[config.mk]
export PLATFORM = sky130hd
export DESIGN_NAME = swr_rx
export DESIGN_NICKNAME = d
export VERILOG_FILES = /design/src/rtl/swr_pkg.sv /design/src/rtl/swr_sync.sv /design/src/rtl/swr_period.sv /design/src/rtl/swr_timer.sv /design/src/rtl/swr_shift.sv /design/src/rtl/swr_rx.sv
export SDC_FILE = /design/constraint.sdc
export NUM_CORES = 1
export LEC_CHECK = 0
export BUFFER_PORTS_ARGS = -buffer_cell sky130_fd_sc_hd__buf_2
export CAP_MARGIN = 20
export CORE_ASPECT_RATIO = 1.75
export CORE_MARGIN = 2
export CORE_UTILIZATION = 44
export DETAILED_ROUTE_END_ITERATION = 10
export GPL_TIMING_DRIVEN = 0
export SYNTH_ARGS = -nofsm -noshare
export SYNTH_HDL_FRONTEND = slang
export SYNTH_SLANG_ARGS = --single-unit
[constraint.sdc]
create_clock -name clk -period 5.85 [get_ports clk]
set_input_delay 0.2925 -clock clk [delete_from_list [all_inputs] [get_ports clk]]
set_output_delay 0.2925 -clock clk [all_outputs]
set_load 0.05 [all_outputs]
[src/rtl/swr_pkg.sv]
package swr_pkg;

  // Receiver sequencing states
  typedef enum logic [2:0] {
    ST_IDLE    = 3'd0,  // line resting high, waiting for wake low
    ST_WAKE_LO = 3'd1,  // inside wake low, waiting for rise
    ST_WAKE_HI = 3'd2,  // inside wake high, waiting for calibration fall
    ST_CAL     = 3'd3,  // measuring the calibration pair
    ST_BITS    = 3'd4,  // sampling start, address, data and post-data slot
    ST_STANDBY = 3'd5,  // guarding the idle-high standby interval
    ST_DROP    = 3'd6   // discarded command, waiting for a long high rest
  } swr_state_e;

endpackage

[src/rtl/swr_sync.sv]
module swr_sync #(
  parameter int STAGES = 2
) (
  input  logic clk,
  input  logic rst_n,
  input  logic line_i,
  output logic srst_n_o,
  output logic line_o
);

  logic [STAGES-1:0] rst_pipe_q;
  logic [STAGES-1:0] line_pipe_q;

  // Reset asserts at once and releases after STAGES clock edges
  always_ff @(posedge clk or negedge rst_n) begin
    if (!rst_n) rst_pipe_q <= '0;
    else        rst_pipe_q <= {rst_pipe_q[STAGES-2:0], 1'b1};
  end

  // Line resets to its idle (high) level
  always_ff @(posedge clk or negedge rst_n) begin
    if (!rst_n) line_pipe_q <= '1;
    else        line_pipe_q <= {line_pipe_q[STAGES-2:0], line_i};
  end

  assign srst_n_o = rst_pipe_q[STAGES-1];
  assign line_o   = line_pipe_q[STAGES-1];

endmodule

[src/rtl/swr_period.sv]
module swr_period #(
  parameter int CNT_W = 14
) (
  input  logic             clk,
  input  logic             rst_n,
  input  logic             clr_i,
  input  logic             inc_i,
  input  logic             cap_i,
  output logic             full_o,
  output logic [CNT_W-1:0] span_o,
  output logic [CNT_W-1:0] bit_len_o
);

  localparam int CAL_MAX = (1 << CNT_W) - 1;

  logic [CNT_W-1:0] cnt_q, cnt_d;
  logic [CNT_W-1:0] bit_len_q, bit_len_d;

  always_comb begin
    cnt_d = cnt_q;
    if (clr_i)      cnt_d = '0;
    else if (inc_i) cnt_d = cnt_q + 1'b1;
  end

  // Cycles spanned by the pair, counting the cycle of the closing edge
  assign span_o = cnt_q + 1'b1;
  assign full_o = (cnt_q == CNT_W'(CAL_MAX - 1));

  always_comb begin
    bit_len_d = bit_len_q;
    if (cap_i) bit_len_d = span_o >> 1;
  end

  always_ff @(posedge clk or negedge rst_n) begin
    if (!rst_n) begin
      cnt_q     <= '0;
      bit_len_q <= '0;
    end else begin
      cnt_q     <= cnt_d;
      bit_len_q <= bit_len_d;
    end
  end

  assign bit_len_o = bit_len_q;

endmodule

[src/rtl/swr_timer.sv]
module swr_timer #(
  parameter int W = 15
) (
  input  logic         clk,
  input  logic         rst_n,
  input  logic         load_i,
  input  logic [W-1:0] load_val_i,
  input  logic         dec_i,
  output logic         zero_o
);

  logic [W-1:0] t_q, t_d;

  assign zero_o = (t_q == '0);

  always_comb begin
    t_d = t_q;
    if (load_i)              t_d = load_val_i;
    else if (dec_i && !zero_o) t_d = t_q - 1'b1;
  end

  always_ff @(posedge clk or negedge rst_n) begin
    if (!rst_n) t_q <= '0;
    else        t_q <= t_d;
  end

endmodule

[src/rtl/swr_shift.sv]
module swr_shift #(
  parameter int W = 13
) (
  input  logic         clk,
  input  logic         rst_n,
  input  logic         en_i,
  input  logic         bit_i,
  output logic [W-1:0] q_o
);

  logic [W-1:0] sh_q, sh_d;

  always_comb begin
    sh_d = sh_q;
    if (en_i) sh_d = {sh_q[W-2:0], bit_i};
  end

  always_ff @(posedge clk or negedge rst_n) begin
    if (!rst_n) sh_q <= '0;
    else        sh_q <= sh_d;
  end

  assign q_o = sh_q;

endmodule

[src/rtl/swr_rx.sv]
module swr_rx
  import swr_pkg::*;
#(
  parameter int CNT_W       = 14,
  parameter int ADDR_W      = 5,
  parameter int DATA_W      = 8,
  parameter int SYNC_STAGES = 2
) (
  input  logic              clk,
  input  logic              rst_n,
  input  logic              line_i,
  output logic              wr_en_o,
  output logic [ADDR_W-1:0] wr_addr_o,
  output logic [DATA_W-1:0] wr_data_o
);

  localparam int FRAME_W   = ADDR_W + DATA_W;
  localparam int CHECK_IDX = FRAME_W + 1;
  localparam int IDX_W     = $clog2(CHECK_IDX + 1);
  localparam int TMR_W     = CNT_W + 1;

  logic srst_n, ln;

  swr_sync #(.STAGES(SYNC_STAGES)) u_sync (
    .clk(clk), .rst_n(rst_n), .line_i(line_i), .srst_n_o(srst_n), .line_o(ln)
  );

  // Control from the sequencer
  logic             cnt_clr, cnt_inc, cap;
  logic             tmr_load, tmr_dec, tmr_zero;
  logic [TMR_W-1:0] tmr_val;
  logic             sh_en;
  logic             cnt_full;
  logic [CNT_W-1:0] span, bit_len;
  logic [FRAME_W-1:0] frame;

  swr_period #(.CNT_W(CNT_W)) u_period (
    .clk(clk), .rst_n(srst_n), .clr_i(cnt_clr), .inc_i(cnt_inc), .cap_i(cap),
    .full_o(cnt_full), .span_o(span), .bit_len_o(bit_len)
  );

  swr_timer #(.W(TMR_W)) u_timer (
    .clk(clk), .rst_n(srst_n), .load_i(tmr_load), .load_val_i(tmr_val),
    .dec_i(tmr_dec), .zero_o(tmr_zero)
  );

  swr_shift #(.W(FRAME_W)) u_shift (
    .clk(clk), .rst_n(srst_n), .en_i(sh_en), .bit_i(ln), .q_o(frame)
  );

  // Timer reload values derived from the measured pair
  logic [TMR_W-1:0] span_w, bit_w, half_m1, bit_m1, stby_m1;
  assign span_w  = TMR_W'(span);
  assign bit_w   = TMR_W'(bit_len);
  assign half_m1 = (span_w >> 2) - 1'b1;
  assign bit_m1  = bit_w - 1'b1;
  assign stby_m1 = (bit_w << 2) - 1'b1;

  swr_state_e        st_q, st_d;
  logic              seen_q, seen_d;
  logic [IDX_W-1:0]  idx_q, idx_d;
  logic              wr_d;
  logic              wr_q;
  logic [ADDR_W-1:0] addr_q, addr_d;
  logic [DATA_W-1:0] data_q, data_d;

  always_comb begin
    st_d     = st_q;
    seen_d   = seen_q;
    idx_d    = idx_q;
    cnt_clr  = 1'b0;
    cnt_inc  = 1'b0;
    cap      = 1'b0;
    tmr_load = 1'b0;
    tmr_val  = '0;
    tmr_dec  = 1'b0;
    sh_en    = 1'b0;
    wr_d     = 1'b0;
    unique case (st_q)
      ST_IDLE:    if (!ln) st_d = ST_WAKE_LO;
      ST_WAKE_LO: if (ln)  st_d = ST_WAKE_HI;
      ST_WAKE_HI: if (!ln) begin
        st_d    = ST_CAL;
        cnt_clr = 1'b1;
        seen_d  = 1'b0;
      end
      ST_CAL: begin
        if (cnt_full) begin
          st_d    = ST_DROP;
          cnt_clr = 1'b1;
        end else if (seen_q && !ln) begin
          if (span < CNT_W'(4)) begin
            st_d    = ST_DROP;
            cnt_clr = 1'b1;
          end else begin
            st_d     = ST_BITS;
            cap      = 1'b1;
            tmr_load = 1'b1;
            tmr_val  = half_m1;
            idx_d    = '0;
          end
        end else begin
          cnt_inc = 1'b1;
          if (ln) seen_d = 1'b1;
        end
      end
      ST_BITS: begin
        if (!tmr_zero) begin
          tmr_dec = 1'b1;
        end else if (idx_q == IDX_W'(CHECK_IDX)) begin
          if (!ln) begin
            wr_d = 1'b1;
            st_d = ST_WAKE_LO;
          end else begin
            st_d     = ST_STANDBY;
            tmr_load = 1'b1;
            tmr_val  = stby_m1;
          end
        end else begin
          tmr_load = 1'b1;
          tmr_val  = bit_m1;
          idx_d    = idx_q + 1'b1;
          sh_en    = (idx_q != '0);
        end
      end
      ST_STANDBY: begin
        if (!ln) begin
          st_d    = ST_DROP;
          cnt_clr = 1'b1;
        end else if (tmr_zero) begin
          wr_d = 1'b1;
          st_d = ST_IDLE;
        end else begin
          tmr_dec = 1'b1;
        end
      end
      ST_DROP: begin
        if (!ln)           cnt_clr = 1'b1;
        else if (cnt_full) st_d    = ST_IDLE;
        else               cnt_inc = 1'b1;
      end
      default: st_d = ST_IDLE;
    endcase
  end

  always_comb begin
    addr_d = addr_q;
    data_d = data_q;
    if (wr_d) begin
      addr_d = frame[FRAME_W-1 -: ADDR_W];
      data_d = frame[DATA_W-1:0];
    end
  end

  always_ff @(posedge clk or negedge srst_n) begin
    if (!srst_n) begin
      st_q   <= ST_IDLE;
      seen_q <= 1'b0;
      idx_q  <= '0;
      wr_q   <= 1'b0;
      addr_q <= '0;
      data_q <= '0;
    end else begin
      st_q   <= st_d;
      seen_q <= seen_d;
      idx_q  <= idx_d;
      wr_q   <= wr_d;
      addr_q <= addr_d;
      data_q <= data_d;
    end
  end

  assign wr_en_o   = wr_q;
  assign wr_addr_o = addr_q;
  assign wr_data_o = data_q;

endmodule

### Yosys cells after proc, flatten, opt, wreduce, memory -nomap -nowiden

Cells that the tools add are included.

* flip-flop bits (word level): 81
* input port bits: 3
* output and inout bits: 14
* word-level logic and storage cells: 122

* $add $sub $neg: 6
* $lt $le $gt $ge: 1
* equality and inequality tests: 23
* muxes and demuxes: 65
* reductions and logical operators: 15

Operators with widths (number)
* $mux 15: 8
* $mux 3: 12
* $pmux 15 s2: 1
* $sub 15x1->15 const B: 2
* $mux 1: 28
* $mux 14: 2
* $pmux 3 s7: 1
* $mux 4: 5
* $ne 2x2->1 const B: 10
* $logic_not 15->1: 1
* $add 14x1->14 const B: 1
* $eq 14x14->1 const B: 1
* $lt 14x3->1 const B: 1
* $sub 13x1->14 const B: 1
* $sub 12x1->13 const B: 1
* $pmux 1 s2: 6
* $eq 3x3->1 const B: 3
* $reduce_and 9->1: 1
* $pmux 4 s2: 1
* $reduce_bool 2->1: 4
* $eq 3x2->1 const B: 2
* $ne 2x1->1 const B: 3
* $ne 3x3->1 const B: 2
* $reduce_and 6->1: 1
* other kinds (10): 12

### Logic depth before layout (Yosys ltp)

Gate-level depths: netlist (run 1).

* depth after elaboration: 7
* mapped depth: 11
* gate-level depth less buffers: 10

### Hierarchy

Synthesis (run 1) repeated with hierarchy kept, for this count alone.

* cell total of the unflattened synthesis: 539
* area total of the unflattened synthesis: 5146.2 µm²

By module, submodules not included
* swr_rx: instances 1, cells an instance 261, area an instance 2064.5 µm², seq. area each 550.5 µm²
* swr_period: instances 1, cells an instance 133, area an instance 1473.9 µm², seq. area each 675.6 µm²
* swr_timer: instances 1, cells an instance 113, area an instance 980.9 µm², seq. area each 375.4 µm²
* swr_shift: instances 1, cells an instance 27, area an instance 520.5 µm², seq. area each 325.3 µm²
* swr_sync: instances 1, cells an instance 5, area an instance 106.4 µm², seq. area each 102.6 µm²

### Least setup slack after synthesis (run 1)

OpenSTA, ideal clock, no wires.

* path kind: register -> register
* start: register u_period.cnt_q[0]
* end: register u_timer.t_q[4]
* library setup time: 0.134 ns
* arrival: 2.431 ns
* data required time: 5.716 ns
* path slack: 3.285 ns
* stages on the path, launching flop included: 12
* path buffers: 1
* period minus slack after synthesis: 2.565 ns
* path through: dfrtp_1 -> ha_1 -> clkbuf_1 -> xnor2_1 -> ha_1 -> nor2_1 -> a2111oi_0 -> o21ai_0 -> nand3b_1 -> a21oi_1 -> nor4_1 -> a211oi_2

* word-level cells in the longest chain between the ends: 7
* elaborated cells between the ends (all ways): 14
* classes of those cells: add/sub (2); order compare (1); eq/ne (1); mux (9); reduce/logical (1)

Ends and longest elaborated chain
* start, declared: RTL line swr_period.sv:16 `logic [CNT_W-1:0] cnt_q, cnt_d;`
* start signal, assigned: RTL line swr_period.sv:39 `cnt_q <= cnt_d;`
* $add 14x1->14: RTL line swr_period.sv:26 `assign span_o = cnt_q + 1'b1;`
* $sub 12x1->13 / $lt 14x3->1 (equally long branches): RTL line swr_rx.sv:55, swr_rx.sv:92
* $mux 15 / $mux 1 (equally long branches): RTL line swr_rx.sv:92 `if (span < CNT_W'(4)) begin`
* $mux 15 / $mux 1 (equally long branches): RTL line swr_rx.sv:91 `end else if (seen_q && !ln) begin`
* $mux 15 / $mux 1 (equally long branches): RTL line swr_rx.sv:88 `if (cnt_full) begin`
* $pmux 15 s2 / $pmux 1 s2 (equally long branches): RTL line swr_rx.sv:79 `unique case (st_q)`
* $mux 15 / $reduce_bool 2->1 (equally long branches)
* end signal, assigned: RTL line swr_timer.sv:24 `else t_q <= t_d;`
* end, declared: RTL line swr_timer.sv:12 `logic [W-1:0] t_q, t_d;`

Several ways; a longest one is shown, not always the timed one.
A chain may end at the register's enable or synchronous reset.

### Worst setup path in the final report (run 1)

* start: register u_timer.t_q[0]
* end: register u_timer.t_q[8]

* word-level cells in the longest chain between the ends: 6
* elaborated cells between the ends (all ways): 14
* classes of those cells: add/sub (1); mux (9); reduce/logical (4)

Ends and longest elaborated chain
* parallel branches: the longest is 6 deep, another holds $sub 15x1->15

Parallel ways; which one is timed is not known. The select of a mux whose other input is x is not followed.

==> metrics.md, run 1 <==
| Metric | Value |
|---|---|
| Mapped cell area | 0.005187 sq mm |
| CTS tree | yes |
| R2r setup slk | about 2.8 ns |
| Syn_nets | around 590 |
| Die width | 86.08 microns |
| Seq/Total Area, Yosys | around two fifths |
| Setup violators final | 0 |
| # clock sinks | between 80 and 90 |
| Largest net degree at the start of global routing | 60 |
| Max cap viols | 0 |
| Critical Path, Cell by Cell | inv_1 > ha_1 > nor3b_1 > nand3_1 > or4_1 > buf_2 > buf_6 > nand2_1 > o221ai_1 |
| Commonest non-fill, non-tap cell in the layout | dfrtp_1 |
| Syn Inst Count | between 500 and 600 |
| Crit-path max cell delay | 0.60 ns |
| Synth top area cells | dfrtp_1 (38%), nor2_1 (5.4%), xnor2_1 (4.2%) |
| Slowest stage cell on the critical path | nor3b_1 |
| Static leakage | 0.002546 uW |
| Placed Cells | 733 |
| IO Count | 17 |
| Syn avg cell area | about 8.9 sq um |
| Vias in the first global route | roughly 4500 |
| Antenna cells | 0 |
| Slew Limit Fails | 0 |
| Die area | about 0.013 sq mm |
| Period Utilization, post-route | 52.75% |
| Fin. Hold Viols | 0 |
| Yosys reg bits | 81 |
| Max transition margin | 41.47% |
| Post-synth EDFFs | 0 |
| WP data arrival | 3.29 ns |
| Final setup TNS | 0 ns |
| Die height | roughly 150 microns |
| Clock Tree Buf Depth | 2 |
| H-Tree Depth | 3 |
| Fmax | between 300 and 400 MHz |
| Num CTS Buffers | 9 |
| Yosys warnings | 0 |
| Vias | roughly 4500 |
| Final ANT Viol Nets | 0 |
| Layout Skew | around 0.0088 ns |
| Area fraction of the dominant cell type after synthesis | 38.11% |
| Worst EP required | between 6 and 7 ns |
| Type of origin of the critical path | register |
| Post-Layout Cell Count | 750 |
| Post-synthesis async set-or-reset flop share | 100.0% |
| First DRT Iteration DRCs | approximately 360 |
| Initial antenna violation count | 0 |
| Core Area | about 0.012 sq mm |
| Number of placement rows | 52 |
| Root buffer cell | clkbuf_16 |
| Critical path class | reg2reg |
| Vias per inst | 5.935 |
| Top_reg_cell synth | dfrtp_1 |
| Final #Nets | a little over 600 |
| First-pass DRT Iterations | 5 |
| DRT Wirelength | 13870 microns |
| Clock-pin transition on the worst setup and hold timing paths | 0.06 ns |
| Syn-to-layout area delta | 12.23% |
| Slew @ Worst Pin | about 0.87 ns |
| Global-route wire length before repair | about 22000 microns |
| Leading area contributor after synthesis | dfrtp_1 |
| Worst setup EP type | register |
| Drt drc | 0 |
| Post_cts resized | 0 |
| Share of layout cells above drive strength 1 | 15.12% |
| Power density cells | 213.3 mW/mm^2 |
| Gpl congestion | roughly 0.9 |
| RSZ-0062 raised after global routing | false |
| Initial Util | ~45% |
| Outcome | completed |
| Commonest non-fill, non-tap cells in the layout | dfrtp_1 (78), nor2_1 (74), nand2_1 (52) |
| Wirelength per Cell | between 15 and 20 microns |
| Grt total ovfl | 0 |
| Worst-path maximum fanout | 10 |
| Clk Latency, worst-skew pair | 0.35 ns |
| Synth cell types | 80 |
| GRT Overall Usage | 22.72% |
| IO Port Bufs | 16 |
| Final worst path period need | around 3.1 ns |
| Worst VDD drop | 140.4 uV |
| Dpl hpwl | around 11000 microns |
| Worst hold path type | in2reg |
==> cells in the mapped netlist (5+ instances only) <==
master     n
dfrtp_1   79
nor2_1    74
nand2_1   52
xnor2_1   25
a21oi_1   24
nor3_1    23
o21ai_0   23
nand3_1   20
o21ai_1   18
inv_1     16
xor2_1    16
buf_2     15
clkbuf_1  13
mux2_1    13
mux2_2    13
nand4_1    9
ha_1       8
nand2b_1   7
nor2b_1    7
nor4_1     7
a211oi_1   6
a31oi_1    5
and2_1     5
and3_1     5
o22ai_1    5
or3_1      5
==> cell families after synthesis <==
kind of cell               count (synthesis)  synth area share (%)
xor gates and xnor gates                  41                 6.922
adders and majority gates                  8                 1.930
other                                      1               0.07229
AOI/OAI and AO/OA                        126                 16.76
DFF                                       81                 39.12
muxes                                     30                 6.416
and+or+nand+nor                          243                 24.14
buffers and inverters                     51                 4.631
==> layout make-up <==
type                    count  area [sq um]
repair buffers             18         117.6
fillers                  1116          5694
flip-flops and latches     81          2033
inverters                  16         60.06
well taps                 135         168.9
plain buffers              35         180.2
multi-input cells         449          2918
clock buffers              10         229.0
clock inverters             6         115.1
==> layer usage <==
layer | vias up | routed length (microns) | track usage [%]
met3 | 50 | 433 | 3.406
met4 | 0 | 858 | 15.24
met1 | 2132 | 4873 | 21.62
met2 | 133 | 7700 | 43.10
met5 | - | 0 | 0
li1 | 2136 | - | -
==> where the power goes <==
group	internal [uW]	switching [uW]
combinational	4.02	10.7
sequential	563	3.44
clock	419	242
==> registers in the layout, summed over array words and instances (netlist names) <==
name	count
idx_q	4
u_sync.line_pipe_q	2
u_period.cnt_q	14
u_shift.q_o	13
st_q	3
wr_en_o	1
u_period.bit_len_o	13
u_timer.t_q	15
seen_q	1
wr_data_o	8
wr_addr_o	5
u_sync.rst_pipe_q	2
==> through the flow <==
| stage | power (uW) | area [sq um] | utilization (%) | setup WS (ns) | hold WS (ns) |
|---|---|---|---|---|---|
| 2_1_floorplan | 583.5 | 5187 | - | 3.285 | -0.003091 |
| 3_3_place_gp | 588.4 | 5436 | 47.21 | 2.539 | 0.09462 |
| 3_5_place_dp | 591.6 | 5468 | 47.48 | 2.777 | 0.09922 |
| 4_1_cts | 1249 | 5822 | 50.55 | 2.748 | 0.03873 |
| 5_1_grt | 1273 | 5822 | 50.55 | 2.334 | 0.03759 |
| 6_report | 1242 | 5822 | 50.55 | 2.764 | 0.03711 |
==> worst max-delay path, delay by kind of cell (launching register included) <==
kind	cells	cell delay (ns)
compound gates	1	0.16
fa+ha+maj	1	0.20
buf+inv	3	0.40
flops	1	0.40
simple gates	4	1.76
==> path summary, 6_finish.rpt <==
check | start | end | cells past startpoint
worst max-delay path | u_timer.t_q[0]$_DFFE_PN0P_ | u_timer.t_q[8]$_DFFE_PN0P_ | 9
worst min-delay path | line_i | u_sync.line_pipe_q[0]$_DFF_PN1_ | 1
worst max register to register | u_timer.t_q[0]$_DFFE_PN0P_ | u_timer.t_q[8]$_DFFE_PN0P_ | 9
worst min register to register | u_sync.rst_pipe_q[1]$_DFF_PN0_ | u_period.cnt_q[1]$_DFFE_PN0P_ | 0
max in group asynchronous | u_sync.rst_pipe_q[1]$_DFF_PN0_ | u_period.bit_len_o[2]$_DFFE_PN0P_ | 1
min in group asynchronous | u_sync.rst_pipe_q[1]$_DFF_PN0_ | u_period.cnt_q[1]$_DFFE_PN0P_ | 0
==> timing repair <==
| item | CTS | global route |
|---|---|---|
| hold endpoints to repair | 4 | 0 |
| setup buffers | 0 | 0 |
| hold buffers | 1 | 0 |
Power figures use the tool's default switching activity.
==> run 2, diff against run 1 <==
clock period = 2.9 ns   (was 5.85 ns; I/O delays follow)
==> run 2 against run 1 <==
  * Register-to-register slack worse by 2.7 ns
  * Sequential share of layout area down 1.1 points
  * First-iteration DRC count up 5.8%
  * Critical path depth down 3
  * Clock power up 100%
  * Largest power group unchanged
==> metrics.md, run 2 (same netlist as run 1, synthesis figures left out) <==
| Metric | Value |
|---|---|
| Outcome | completed |
| Biggest register | u_timer.t_q |
| Type of origin of the critical path | register |
| First DRT Iteration DRCs | 385 |
| CTS tree | yes |
| IO Port Bufs | 16 |
| Area post-placement | approximately 0.0055 sq mm |
| Dpl hpwl | 10770 microns |
| Final #Nets | 625 |
| Number of placement rows | between 50 and 60 |
| H-Tree Depth | 3 |
| Static leakage | 0.002653 uW |
| Largest net degree at the start of global routing | 60 |
| WP data arrival | around 3.0 ns |
| GRT Overall Usage | a little under a quarter |
| Max cap viols | 0 |
| Setup violators final | 0 |
| Worst hold path type | in2async |
| Worst EP required | approximately 3.1 ns |
| Wirelength per Cell | roughly 19 microns |
| IO Count | 17 |
| Vias | about 4500 |
| Fill cell count | 1098 |
| Num CTS Buffers | 9 |
| Slew @ Worst Pin | between 0.7 and 0.8 ns |
| Gpl congestion | between 0.9 and 1 |
| Clk Latency, worst-skew pair | approximately 0.34 ns |
| Syn-to-layout area delta | 15.99% |
| Critical path class | reg2reg |
| Final ANT Viol Nets | 0 |
| Max reg flops | 15 |
| Clock Tree Buf Depth | 2 |
| Root buffer cell | clkbuf_16 |
| Worst VDD drop | 265.2 uV |
| Core Area | ~0.012 sq mm |
| Grt total ovfl | 0 |
| Vias per inst | ~5.9 |
| Initial Util | 45.05% |
| Slew Limit Fails | 0 |
| Clock-pin transition on the worst setup and hold timing paths | approximately 0.07 ns |
| Setup crit start | u_timer.t_q[9]$_DFFE_PN0P_ |
| Final worst path period need | ~2.8 ns |
| First-pass DRT Iterations | 6 |
| Share of layout cells above drive strength 1 | between 10% and 20% |
| Fin. Hold Viols | 0 |
| Vias in the first global route | about 4600 |
| DRT Wirelength | between 10000 and 15000 microns |
| Commonest non-fill, non-tap cells in the layout | dfrtp_1 (76), nor2_1 (74), nand2_1 (51) |
| Final WS setup | about 0.1 ns |
| # clock sinks | a little over 80 |
| Drt drc | 0 |
| Initial antenna violation count | 0 |
| Worst-path maximum fanout | 10 |
| Power density cells | between 400 and 500 mW/mm^2 |
| Die width | about 86 microns |
| Worst r2r src | u_timer.t_q[9]$_DFFE_PN0P_ |
| Max transition margin | 48.52% |
| Pre-CTS WS | -0.1732 ns |
| Largest regs | u_timer.t_q x15, u_period.cnt_q x14 |
| Global-route wire length before repair | about 22000 microns |
| Final Cell Area | 0.006017 sq mm |
| Die height | 147.6 microns |
| Worst setup EP type | register |
| Commonest non-fill, non-tap cell in the layout | dfrtp_1 |
| Antenna cells | 0 |
| Die area | about 0.013 sq mm |
| Fmax | approximately 360 MHz |
| Period Utilization, post-route | 96.47% |
| Layout Skew | between 0.007 and 0.008 ns |
==> run 2: layout make-up <==
cell class	instances	area [sq um]	area share [%]
Tap cell	135	168.9	2.807
Clock inverter	6	115.1	1.913
Timing Repair Buffer	23	157.7	2.620
Sequential cell	81	2036	33.83
Inverter	16	60.06	0.9981
Buffer	34	190.2	3.161
Clock buffer	10	229.0	3.805
Multi-Input combinational cell	449	3060	50.86
==> run 2: critical path, cell delays in order (launching register included) <==
cell	delay, ns
dfrtp_1	0.46
nor4_4	0.41
nor4b_4	0.47
nand2_2	0.21
a2111oi_4	0.50
buf_4	0.28
mux2_1	0.34
==> run 2: final timing paths <==
check	to	slack (ns)	cells past startpoint
min in group clk	u_sync.rst_pipe_q[1]$_DFF_PN0_	0.36	0
max in group asynchronous	u_shift.q_o[5]$_DFFE_PN0P_	2.08	1
hold reg to reg	u_period.cnt_q[1]$_DFFE_PN0P_	0.22	0
hold / removal	u_sync.rst_pipe_q[0]$_DFF_PN0_	0.12	2
setup reg to reg	u_shift.q_o[2]$_DFFE_PN0P_	0.10	6
setup / recovery	u_shift.q_o[2]$_DFFE_PN0P_	0.10	6
==> run 2: per-layer routing <==
metal / vias to the layer above / routed length, microns / share of wire [%] / GRT usage [%]
met5: - / 0 / 0 / 0
met4: 0 / 829 / 5.9 / 15.56
met3: 49 / 418 / 3.0 / 3.462
met2: 124 / 8020 / 57 / 43.41
met1: 2136 / 4860 / 34 / 21.62
li1: 2142 / - / - / -
==> run 2: power by group <==
part,internal [uW],leakage [uW],switching (uW),total [uW]
logic,8.99,0.00144,22.1,31.1
registers,1130,0.00105,6.87,1140
clock network,846,0.000163,484,1330
==> run 2: timing repair <==
action | in CTS | in global routing
gates cloned | 0 | 0
resized for setup | 8 | 26
endpoints found under the setup margin | 60 | 55
endpoints found under the hold margin | 5 | 0
pin swaps | 2 | 2
setup buffers | 1 | 3
hold buffers | 2 | 0
==> run 2: through the flow <==
step	power (uW)	std cells	hold slack [ns]	TNS, ns	utilization [%]
after floorplan	1177	581	-0.1506	0	-
after global placement	1187	732	-0.05288	-35.36	47.21
after detailed placement	1193	733	-0.04828	-6.336	47.48
after CTS	2521	752	0.1210	0	51.08
after global routing	2568	754	0.1575	-0.005034	52.25
final	2503	754	0.1213	0	52.25
==> run 3, diff against run 2 <==
ABC_AREA = 1   (was not set)
==> run 3 against run 2 <==
  * Worst setup slack gained 0.16 ns
  * First-iteration DRC count shrank 41%
  * Worst hold slack gained 0.0064 ns
  * Routed wire length shrank 9.9%
  * Synthesized cell count grew 18%
  * Largest cell class unchanged
==> metrics.md, run 3 <==
| Metric | Value |
|---|---|
| Die area | about 0.012 sq mm |
| Root buffer cell | clkbuf_16 |
| Synth top area cells | dfrtp_1 (40%), nand2_1 (16%), inv_1 (5.8%) |
| Worst hold path type | in2async |
| WP buf/inv | 1 |
| Die height | about 140 microns |
| Fill cell count | ~1100 |
| Worst VDD drop | a little under 500 uV |
| First-pass DRT Iterations | 5 |
| RSZ-0062 raised after global routing | false |
| Outcome | completed |
| Commonest non-fill, non-tap cell in the layout | nand2_1 |
| First DRT Iteration DRCs | between 200 and 250 |
| Biggest register | u_timer.t_q |
| Vias | between 4000 and 5000 |
| Power density cells | around 700 mW/mm^2 |
| Number of placement rows | between 50 and 60 |
| Most common cell in the netlist | nand2_1 |
| Antenna cells | 0 |
| Leading cell types by count after synthesis | nand2_1 (212), dfrtp_1 (79), inv_1 (77) |
| Core Area | between 0.01 and 0.015 sq mm |
| Wirelength per Cell | about 15 microns |
| Share of power burned in registers | between 30 and 40% |
| Layout Skew | between 0.01 and 0.015 ns |
| Worst setup EP type | register |
| Sw power | roughly 1500 uW |
| Critical Path, Cell by Cell | ha_1 > xnor2_2 > ha_1 > nand3_1 > nor2_2 > nand3_4 > nor2_8 > nand2_4 > nand3_4 > buf_4 > o211ai_1 > nand2_1 > nand2_1 |
| Num CTS Buffers | 9 |
| Slowest stage cell on the critical path | dfrtp_1 |
| Grt total ovfl | 0 |
| Worst-path maximum fanout | 10 |
| Mapped cell area | between 0.004 and 0.005 sq mm |
| Max transition margin | between 60% and 70% |
| WP data arrival | 2.88 ns |
| Clk Latency, worst-skew pair | approximately 0.35 ns |
| Leading area contributor after synthesis | dfrtp_1 |
| IO Count | 17 |
| Final worst path period need | between 2 and 3 ns |
| Clock-pin transition on the worst setup and hold timing paths | 0.07 ns |
| Int Pwr | around 2400 uW |
| GRT Overall Usage | a little over a fifth |
| Post-synthesis async set-or-reset flop share | 100.0% |
| Combinational share of power | about 33% |
| Crit-path max cell delay | 0.44 ns |
| Global-route wire length before repair | about 21000 microns |
| Vias in the first global route | 4463 |
| Setup crit start | u_period.cnt_q[1]$_DFFE_PN0P_ |
| Setup violators final | 0 |
| Drt drc | 0 |
| Commonest non-fill, non-tap cells in the layout | nand2_1 (212), dfrtp_1 (78), inv_1 (77) |
| Clock power share | 30.8% |
| Syn_nets | approximately 700 |
| IO Port Bufs | 16 |
| Syn avg cell area | around 7.3 sq um |
| Seq/Total Area, Yosys | between 40 and 50% |
| Largest net degree at the start of global routing | between 60 and 70 |
| # clock sinks | ~80 |
| Syn Inst Count | around 690 |
| Final WS setup | 0.2579 ns |
| CP top delay family | simple AND/OR/NAND/NOR gates |
| Max cap viols | 0 |
| Fmax | approximately 380 MHz |
| Critical path class | reg2reg |
| Clock Tree Buf Depth | 2 |
| Net Sw Frac | between 30% and 40% |
| Period Utilization, post-route | between 90% and 100% |
| Yosys warnings | 0 |
| Slew @ Worst Pin | roughly 0.58 ns |
| Gpl congestion | roughly 0.88 |
| Synth cell types | 43 |
| Max reg flops | 15 |
| Share of layout cells above drive strength 1 | 12.45% |
| Pre-CTS WS | 0.07010 ns |
| Worst EP required | roughly 3.1 ns |
| Initial antenna violation count | 0 |
| Top_reg_cell synth | dfrtp_1 |
| Fin. Hold Viols | 0 |
| Post-synth EDFFs | 0 |
| Vias per inst | 5.182 |
| Initial Util | 45.00% |
| H-Tree Depth | 3 |
| Area fraction of the dominant cell type after synthesis | 39.57% |
| Largest regs | u_timer.t_q x15, u_period.cnt_q x14 |
| Dpl hpwl | ~10000 microns |
| Slew Limit Fails | 0 |
| Worst r2r src | u_period.cnt_q[1]$_DFFE_PN0P_ |
| Syn-to-layout area delta | 12.77% |
| Type of origin of the critical path | register |
| CTS tree | yes |
| Final ANT Viol Nets | 0 |
| DRT Wirelength | about 13000 microns |
| Final #Nets | 729 |
| Static leakage | 0.002779 uW |
| Overall power | 3901 uW |
| Die width | approximately 85 microns |
| Yosys reg bits | roughly 80 |
run 3: cell types whose count changed after synthesis, moves of 15 or more:
cell     change
nand2_1    +160
inv_1       +61
o21ai_0     +31
nand3_1     +29
xnor2_1     -18
o21ai_1     -17
a21oi_1     -16
nand2_2     +15
nor3_1      -15
run 3: layout make-up:
| type | instances | area [sq um] | share of cell area, % |
|---|---|---|---|
| Multi-Input combinational cell | 508 | 2591 | 45.99 |
| Sequential cell | 81 | 2033 | 36.09 |
| Inverter | 81 | 304.0 | 5.396 |
| Clock buffer | 10 | 239.0 | 4.242 |
| Tap cell | 132 | 165.2 | 2.931 |
| Timing Repair Buffer | 22 | 150.1 | 2.665 |
| Buffer | 15 | 78.83 | 1.399 |
| Clock inverter | 6 | 72.57 | 1.288 |
run 3: path summary, 6_finish.rpt:
| path | slack, ns | end | cells past startpoint |
|---|---|---|---|
| max reg2reg | 0.26 | u_timer.t_q[2]$_DFFE_PN0P_ | 13 |
| min in group clk | 0.36 | u_sync.rst_pipe_q[1]$_DFF_PN0_ | 0 |
| min reg2reg | 0.18 | u_period.bit_len_o[11]$_DFFE_PN0P_ | 0 |
| max in group asynchronous | 2.14 | wr_addr_o[4]$_DFFE_PN0P_ | 1 |
| max | 0.26 | u_timer.t_q[2]$_DFFE_PN0P_ | 13 |
| min | 0.13 | u_sync.rst_pipe_q[0]$_DFF_PN0_ | 2 |
run 3: repair_timing:
item                                    4_1_cts  5_1_grt
endpoints found under the hold margin         5        0
gates resized for setup                       0        1
hold buffers                                  2        0
setup buffers                                 0        3
endpoints found under the setup margin        0       41
run 3: cell families after synthesis:
| kind of cell | share of synthesized area (%) |
|---|---|
| and+or+nand+nor | 35.11 |
| adders and majority gates | 2.004 |
| buffers and inverters | 7.663 |
| xor gates and xnor gates | 5.284 |
| AOI/OAI and AO/OA | 9.241 |
| DFF | 40.62 |
| other | 0.07506 |
run 3: per-layer routing:
layer  share of wire (%)  GRT usage [%]
met3                 2.6          3.299
met5                   0              0
met1                  38          22.42
met2                  56          42.05
met4                 2.9          10.71
run 3: power groups by stage:
stage / Sequential [uW] / Combinational [uW] / Clock [uW]
after detailed placement: 1450 / 1250 / 0
after floorplan: 1420 / 976 / 0
final: 1430 / 1270 / 1200
after CTS: 1430 / 1260 / 1220
after global routing: 1460 / 1460 / 1270
after global placement: 1460 / 1200 / 0
run 3: through the flow:
stage | hold slack, ns | TNS [ns] | instance area (sq um) | util [%] | cells
final | 0.1277 | 0 | 5634 | 50.74 | 855
after CTS | 0.1248 | 0 | 5604 | 50.47 | 852
after global placement | -0.05404 | -37.58 | 5241 | 47.21 | 833
after detailed placement | -0.04947 | 0 | 5273 | 47.49 | 834
after floorplan | -0.1506 | 0 | 4996 | - | 685
after global routing | 0.1348 | 0 | 5634 | 50.74 | 855
